--- config.mk ---
export PLATFORM = sky130hd
export DESIGN_NAME = vec_prio_tracker
export DESIGN_NICKNAME = d
export VERILOG_FILES = /design/src/rtl/vpt_pkg.sv /design/src/rtl/vpt_hifind.sv /design/src/rtl/vpt_scan.sv /design/src/rtl/vpt_prio.sv /design/src/rtl/vec_prio_tracker.sv
export SDC_FILE = /design/constraint.sdc
export NUM_CORES = 2
export LEC_CHECK = 0
export ABC_AREA = 1
export BUFFER_PORTS_ARGS = -buffer_cell sky130_fd_sc_hd__buf_2
export CORE_ASPECT_RATIO = 0.75
export CORE_MARGIN = 3
export CORE_UTILIZATION = 50
export DETAILED_ROUTE_END_ITERATION = 16
export GPL_ROUTABILITY_DRIVEN = 1
export PLACE_DENSITY_LB_ADDON = 0.08
export SETUP_SLACK_MARGIN = 0.5
export SLEW_MARGIN = 25
export SYNTH_ARGS = -nofsm -noshare
export SYNTH_HDL_FRONTEND = slang
export SYNTH_SLANG_ARGS = --single-unit
export TNS_END_PERCENT = 10
--- constraint.sdc ---
create_clock -name clk -period 6.02 [get_ports clk]
set_clock_uncertainty 0.05 [all_clocks]
set_input_delay 1.204 -clock clk [delete_from_list [all_inputs] [get_ports clk]]
set_output_delay 1.204 -clock clk [all_outputs]
set_load 0.01 [all_outputs]
--- src/rtl/vpt_pkg.sv ---
// Shared constants and helpers for the vector priority tracker.
// Assumes vectors are a power-of-two count, with an even-width vector number
// split into a priority class (upper half) and a sub-priority (lower half).
package vpt_pkg;

    localparam int VPT_VEC_W = 8;

    // Zero the sub-priority half of a vector, leaving its class.
    function automatic logic [VPT_VEC_W-1:0] class_of(input logic [VPT_VEC_W-1:0] v);
        logic [VPT_VEC_W-1:0] m;
        m = '0;
        m[VPT_VEC_W-1:VPT_VEC_W/2] = v[VPT_VEC_W-1:VPT_VEC_W/2];
        return m;
    endfunction

endpackage

--- src/rtl/vpt_hifind.sv ---
// Highest-set-bit finder for a flat bit vector.
// Purely combinational. Assumes WIDTH >= 2. When no bit is set,
// any_o is 0 and idx_o is 0.
module vpt_hifind #(
    parameter int WIDTH = 32,
    localparam int IDX_W = $clog2(WIDTH)
) (
    input  logic [WIDTH-1:0] bits_i,
    output logic             any_o,
    output logic [IDX_W-1:0] idx_o
);

    // Scan upward so that the last set bit found is the highest one.
    always_comb begin
        any_o = |bits_i;
        idx_o = '0;
        for (int i = 0; i < WIDTH; i++) begin
            if (bits_i[i]) idx_o = IDX_W'(i);
        end
    end

endmodule

--- src/rtl/vpt_scan.sv ---
// Two-level highest-vector search over a vector-wide bitmap.
// The bitmap is cut into words of WORD_W bits. Each word finds its own top
// bit, and a second finder picks the highest non-empty word. Assumes the
// vector count divides into at least two words.
module vpt_scan #(
    parameter int VEC_W  = 8,
    parameter int WORD_W = 32,
    localparam int NVEC   = 2 ** VEC_W,
    localparam int NWORDS = NVEC / WORD_W,
    localparam int BIT_W  = $clog2(WORD_W),
    localparam int WRD_W  = $clog2(NWORDS)
) (
    input  logic [NVEC-1:0]  map_i,
    output logic             any_o,
    output logic [VEC_W-1:0] top_o
);

    logic [NWORDS-1:0] word_any;
    logic [BIT_W-1:0]  word_idx [NWORDS];
    logic [WRD_W-1:0]  top_word;

    // One finder per word of the bitmap.
    for (genvar w = 0; w < NWORDS; w++) begin : g_word
        vpt_hifind #(.WIDTH(WORD_W)) u_word (
            .bits_i (map_i[w*WORD_W +: WORD_W]),
            .any_o  (word_any[w]),
            .idx_o  (word_idx[w])
        );
    end

    // Pick the highest word that has any bit set.
    vpt_hifind #(.WIDTH(NWORDS)) u_words (
        .bits_i (word_any),
        .any_o  (any_o),
        .idx_o  (top_word)
    );

    // The vector number is the word index above the bit index.
    always_comb begin
        top_o = {top_word, word_idx[top_word]};
    end

endmodule

--- src/rtl/vpt_prio.sv ---
// Processor-priority and delivery decision.
// The task priority wins when its class is at least the class of the highest
// in-service vector. Otherwise the in-service class is used. A waiting vector
// is deliverable only when its class is strictly above the result and the
// block is enabled.
module vpt_prio
    import vpt_pkg::*;
#(
    parameter int VEC_W = 8,
    localparam int HALF = VEC_W / 2
) (
    input  logic             enable_i,
    input  logic [VEC_W-1:0] tpr_i,
    input  logic             isr_any_i,
    input  logic [VEC_W-1:0] isr_top_i,
    input  logic             irr_any_i,
    input  logic [VEC_W-1:0] irr_top_i,
    output logic [VEC_W-1:0] ppr_o,
    output logic             deliver_o
);

    logic [VEC_W-1:0] isr_eff;

    // Form the processor priority from the task priority and the in-service top.
    always_comb begin
        isr_eff = isr_any_i ? isr_top_i : '0;
        if (tpr_i[VEC_W-1:HALF] >= isr_eff[VEC_W-1:HALF]) ppr_o = tpr_i;
        else ppr_o = class_of(isr_eff);
    end

    // Offer the top waiting vector only when its class beats the priority.
    always_comb begin
        deliver_o = enable_i && irr_any_i && (class_of(irr_top_i) > ppr_o);
    end

endmodule

--- src/rtl/vec_prio_tracker.sv ---
// Interrupt request / in-service tracker with priority-gated delivery.
// Holds waiting, in-service and level-trigger bitmaps plus a task priority.
// It offers the highest deliverable vector, moves it to in service on
// acknowledge, and retires the highest in-service vector on end-of-interrupt,
// notifying level-triggered ones. Assumes single-cycle strobes sampled on the
// rising edge, with a synchronous active-low reset.
module vec_prio_tracker #(
    parameter int VEC_W    = 8,
    parameter int WORD_W   = 32,
    parameter int MIN_VEC  = 16,
    parameter int TPR_IN_W = 32,
    localparam int NVEC    = 2 ** VEC_W
) (
    input  logic                clk,
    input  logic                rst_n,
    input  logic                enable,
    input  logic                req_valid,
    input  logic [VEC_W-1:0]    req_vec,
    input  logic                req_level,
    input  logic                ack,
    output logic                pend_valid,
    output logic [VEC_W-1:0]    pend_vec,
    input  logic                tpr_we,
    input  logic [TPR_IN_W-1:0] tpr_wdata,
    input  logic                eoi,
    output logic                leoi_valid,
    output logic [VEC_W-1:0]    leoi_vec,
    output logic [VEC_W-1:0]    ppr
);

    logic [NVEC-1:0]  irr_q, isr_q, tmr_q;
    logic [NVEC-1:0]  irr_d, isr_d, tmr_d;
    logic [VEC_W-1:0] tpr_q;

    logic             irr_any, isr_any;
    logic [VEC_W-1:0] irr_top, isr_top;
    logic             deliver;

    logic req_ok, ack_take, req_hit_ack, level_dup, req_set, eoi_go;

    // Search of the waiting bitmap.
    vpt_scan #(.VEC_W(VEC_W), .WORD_W(WORD_W)) u_irr_scan (
        .map_i (irr_q),
        .any_o (irr_any),
        .top_o (irr_top)
    );

    // Search of the in-service bitmap.
    vpt_scan #(.VEC_W(VEC_W), .WORD_W(WORD_W)) u_isr_scan (
        .map_i (isr_q),
        .any_o (isr_any),
        .top_o (isr_top)
    );

    // Priority and delivery decision.
    vpt_prio #(.VEC_W(VEC_W)) u_prio (
        .enable_i  (enable),
        .tpr_i     (tpr_q),
        .isr_any_i (isr_any),
        .isr_top_i (isr_top),
        .irr_any_i (irr_any),
        .irr_top_i (irr_top),
        .ppr_o     (ppr),
        .deliver_o (deliver)
    );

    assign pend_valid = deliver;
    assign pend_vec   = irr_top;

    // Qualify the incoming strobes against state and enable.
    always_comb begin
        req_ok      = enable && req_valid && (req_vec >= VEC_W'(MIN_VEC));
        ack_take    = ack && deliver;
        req_hit_ack = ack_take && (req_vec == irr_top);
        level_dup   = req_level && irr_q[req_vec] && !req_hit_ack;
        req_set     = req_ok && !level_dup;
        eoi_go      = eoi && isr_any;
    end

    // Next-state of the three bitmaps; the request is applied last so it wins.
    always_comb begin
        irr_d = irr_q;
        isr_d = isr_q;
        tmr_d = tmr_q;
        if (ack_take) begin
            irr_d[irr_top] = 1'b0;
            isr_d[irr_top] = 1'b1;
        end
        if (eoi_go) begin
            isr_d[isr_top] = 1'b0;
            tmr_d[isr_top] = 1'b0;
        end
        if (req_set) begin
            irr_d[req_vec] = 1'b1;
            if (req_level) tmr_d[req_vec] = 1'b1;
        end
    end

    // Bitmap registers.
    always_ff @(posedge clk) begin
        if (!rst_n) begin
            irr_q <= '0;
            isr_q <= '0;
            tmr_q <= '0;
        end else begin
            irr_q <= irr_d;
            isr_q <= isr_d;
            tmr_q <= tmr_d;
        end
    end

    // Task priority register keeps only the vector-width low bits.
    always_ff @(posedge clk) begin
        if (!rst_n) tpr_q <= '0;
        else if (tpr_we) tpr_q <= tpr_wdata[VEC_W-1:0];
    end

    // One-cycle notification of a retired level-triggered vector.
    always_ff @(posedge clk) begin
        if (!rst_n) begin
            leoi_valid <= 1'b0;
            leoi_vec   <= '0;
        end else begin
            leoi_valid <= eoi_go && tmr_q[isr_top];
            leoi_vec   <= eoi_go ? isr_top : leoi_vec;
        end
    end

    // a write lands its low byte in the task priority.
    p_tpr_byte_r9: assert property (@(posedge clk) disable iff (!rst_n)
        $past(rst_n) && $past(tpr_we) |-> tpr_q == $past(tpr_wdata[VEC_W-1:0]));

    // an accepted acknowledge leaves its vector in service.
    p_ack_moves_r4: assert property (@(posedge clk) disable iff (!rst_n)
        $past(rst_n) && $past(ack) && $past(pend_valid) && !$past(eoi)
        |-> isr_q[$past(pend_vec)]);

    // nothing is offered while the block is off.
    p_quiet_off_r3: assert property (@(posedge clk) disable iff (!rst_n)
        !enable |-> !pend_valid);

    // an offered vector is really waiting.
    p_pend_real_r1: assert property (@(posedge clk) disable iff (!rst_n)
        pend_valid |-> irr_q[pend_vec]);

    // the reserved low vectors never enter either bitmap.
    p_low_empty_r11: assert property (@(posedge clk) disable iff (!rst_n)
        irr_q[MIN_VEC-1:0] == '0 && isr_q[MIN_VEC-1:0] == '0);

    // a notification only follows an end-of-interrupt.
    p_leoi_after_eoi_r5: assert property (@(posedge clk) disable iff (!rst_n)
        $past(rst_n) && leoi_valid |-> $past(eoi));

endmodule

==> results.json <==
{
  "cts.sink_count": 785,
  "cts_tree": "done",
  "startpoint_type": "flip-flop",
  "antenna_found_initial": 17,
  "post_drt_via_cell_ratio": 5.956,
  "die_y_um": 252.3,
  "vias": 44770,
  "drv_cap": 0,
  "drc": 0,
  "coreArea_sq_mm": 0.07940,
  "synth-edff-count": 0,
  "cts_buffers": 83,
  "ys_ff_latch": 785,
  "p_leak_nw": 21.00,
  "status": "finished with violations",
  "path_max_fanout": 11,
  "end_kind": "flip-flop",
  "die_w_um": 334.4,
  "holdBufCountCts": 0,
  "gr-total-overflow": 0,
  "path_class": "flip-flop to flip-flop",
  "p_seq_share_pct": 43.1,
  "synthMuxAreaShare_pct": 0,
  "crit_slowest_cell": "dfxtp_2",
  "clkLatencyLatePin_ns": 0.68,
  "top_level_ports": 74,
  "slew_viol_final": 0,
  "finalHoldViolations": 0,
  "postRouteAntennaNets": 0,
  "arrival_ns": 7.11,
  "p_int_mw": 8.669,
  "holdCritPathClass": "flip-flop to flip-flop",
  "cts_max_level": 3,
  "wire_per_inst_um": 26.50,
  "grt_pass1_wl_um": 276600,
  "ys_warn_count": 0,
  "synth_area_per_cell_sq_um": 6.630,
  "start_util_pct": 50.94,
  "fp.dieArea_sq_mm": 0.08438,
  "clkPwrFrac_pct": 45.4,
  "synth_flop_cell": "dfxtp_1",
  "finalWorstSetupSlack_ns": -0.5770,
  "ys_top_cells_by_area": "dfxtp_1, nand2_1, inv_1",
  "rsz0062_at_grt": "yes",
  "num_rows": 89,
  "fillers": 7416,
  "place_congestion": 1.078,
  "syn_inst": 6101,
  "peakVddDrop_mv": 0.2304,
  "clock-root-buffer": "clkbuf_16",
  "worst_path_most_repeated_cell": "buf_4",
  "area_delta_synth_final_pct": 21.31,
  "dp_hpwl_um": 134900,
  "synth_top_area_share_pct": 38.85,
  "crit_buf_inv": 32,
  "synth.largest_area_cell": "dfxtp_1",
  "final_net_count": 6446,
  "synth_area_sq_mm": 0.04045,
  "synthAdderAreaFrac_pct": 0.2475,
  "async_flop_share_pct": 0,
  "tightest_slew_ns": 1.219,
  "grt_pass1_vias": 39980,
  "power.density_mw_per_mm2": 246.0,
  "finalSetupViolCount": 754,
  "synthesis.nets": 6157,
  "drt-pass1-iter-count": 9,
  "grt_max_degree": 174,
  "slew_headroom_pct": 17.72,
  "yosys.area_share.xor_xnor_pct": 0.06496,
  "synth_seq_area_share_pct": 38.85,
  "io_buffers": 49,
  "hold_slack_ns": 0.3747,
  "synth_top_family_by_area": "simple AND/OR/NAND/NOR gates",
  "finish.instance_area_sq_mm": 0.04907,
  "routed_wl_um": 199200,
  "period_minus_slack_ns": 6.597,
  "violations": "negative setup slack",
  "dpl-instance-area_sq_mm": 0.04416,
  "final_layout_size_suffix_gt1_share_pct": 18.65,
  "fin_crit_sh_pct": 109.6,
  "worst_ep_required_time_ns": 6.53,
  "grt_util_all_layers_pct": 45.21,
  "cp_top_family": "buffers and inverters",
  "synth_compound_area_share_pct": 19.94,
  "synth_cell_types": 60,
  "cts_buffer_depth": 3,
  "cpPeakStageDelay_ns": 0.33,
  "swShare_pct": 28.18,
  "yosys.area_share.simple_pct": 29.90,
  "fmax_ghz": 0.1516,
  "p_sw_mw": 3.401,
  "p_comb_share_pct": 11.5,
  "clk_pin_slew_ns": 0.07,
  "drt_iter0_drc": 6780
}
[metal layers]
| layer | wire (um) | global-route usage [%] | part of all wire [%] | vias up |
|---|---|---|---|---|
| li1 | - | - | - | 20270 |
| met1 | 77820 | 61.59 | 39 | 20570 |
| met2 | 76510 | 62.01 | 38 | 3190 |
| met3 | 31350 | 15.52 | 16 | 727 |
| met4 | 13420 | 25.45 | 6.7 | 14 |
| met5 | 93 | 0 | 0.047 | - |
[synth_stat cells (32+ instances only)]
master       n
a21oi_1    471
a21oi_2     90
buf_2       34
clkbuf_1   160
dfxtp_1    785
inv_1      804
inv_2       33
nand2_1   2024
nand2_4     79
nand3_1    168
nor2_1     425
o21ai_0    307
o21ai_1    110
o22ai_1    266
o22ai_2     32
[worst paths after layout]
path	slack (ns)	endpoint	cells after the start	from
worst min-delay path	0.37	tmr_q[2]	2	tmr_q[2]
worst min register to register	0.37	tmr_q[2]	2	tmr_q[2]
worst max-delay path	-0.58	leoi_valid	50	isr_q[179]
worst max register to register	-0.58	leoi_valid	50	isr_q[179]
[flip-flops by register name, indices dropped and copies added, names as in the netlist]
| name | cells |
|---|---|
| irr_q | 256 |
| isr_q | 256 |
| leoi_valid | 1 |
| leoi_vec | 8 |
| tmr_q | 256 |
| tpr_q | 8 |
[cell type report]
class	instances	area [sq um]	area share, %
multi-input combinational	4227	21650	44.12
sequential	785	15730	32.05
timing repair buffer	453	4313	8.790
inverter	840	3189	6.500
clock buffer	128	2570	5.238
tap	1046	1309	2.667
clock inverter	18	260.3	0.5304
antenna	20	50.05	0.1020
[tightest hold or removal path, stage by stage (launching register included)]
cell	delay [ns]
dfxtp_1	0.31
inv_1	0.04
nor2_1	0.03
[power by group through the flow]
stage / sequential, mW / combinational (mW) / clock [mW]
floorplan: 5.32 / 0.557 / 0
global placement: 5.32 / 1.25 / 0
detailed placement: 5.32 / 1.25 / 0
CTS: 5.21 / 1.27 / 5.45
global route: 5.20 / 1.38 / 5.64
finish: 5.21 / 1.39 / 5.48
[cells by family after synthesis]
group                      after synthesis
and+or+nand+nor                       2844
AOI/OAI and AO/OA                     1372
buffers and inverters                 1089
DFF                                    785
adders and majority gates                8
xor gates and xnor gates                 3
[stage by stage]
stage / setup slack [ns] / instances / total power [mW] / util [%] / setup TNS [ns]
6_report: -0.5770 / 7517 / 12.07 / 61.80 / -207.72
5_1_grt: -0.6518 / 7497 / 12.22 / 61.74 / -345.11
4_1_cts: -0.4221 / 7475 / 11.93 / 60.00 / -129.70
3_5_place_dp: -0.3236 / 7269 / 6.574 / 55.63 / -98.09
3_3_place_gp: -0.1791 / 7269 / 6.573 / 55.63 / -47.63
2_1_floorplan: 0.4907 / 6101 / 5.878 / - / 0
[timing repair]
item                       4_1_cts  5_1_grt
pin swaps                       25       75
cloned                           1        5
gates resized for setup         58      341
setup endpoints to repair      750      781
buffers inserted                59       17
[cells in the final DEF, fill, tap and decap left out, types with 44 or more instances in the layout]
| cell type | instances |
|---|---|
| a21oi_1 | 426 |
| a21oi_2 | 134 |
| buf_12 | 69 |
| buf_2 | 47 |
| buf_4 | 314 |
| clkbuf_16 | 91 |
| dfxtp_1 | 776 |
| inv_1 | 796 |
| nand2_1 | 1948 |
| nand2_2 | 84 |
| nand2_4 | 98 |
| nand3_1 | 163 |
| nor2_1 | 352 |
| nor2_2 | 67 |
| nor2_4 | 44 |
| o21ai_0 | 249 |
| o21ai_1 | 141 |
| o22ai_1 | 231 |
| o22ai_2 | 66 |
Note: power is estimated with default switching activity, not from simulation.
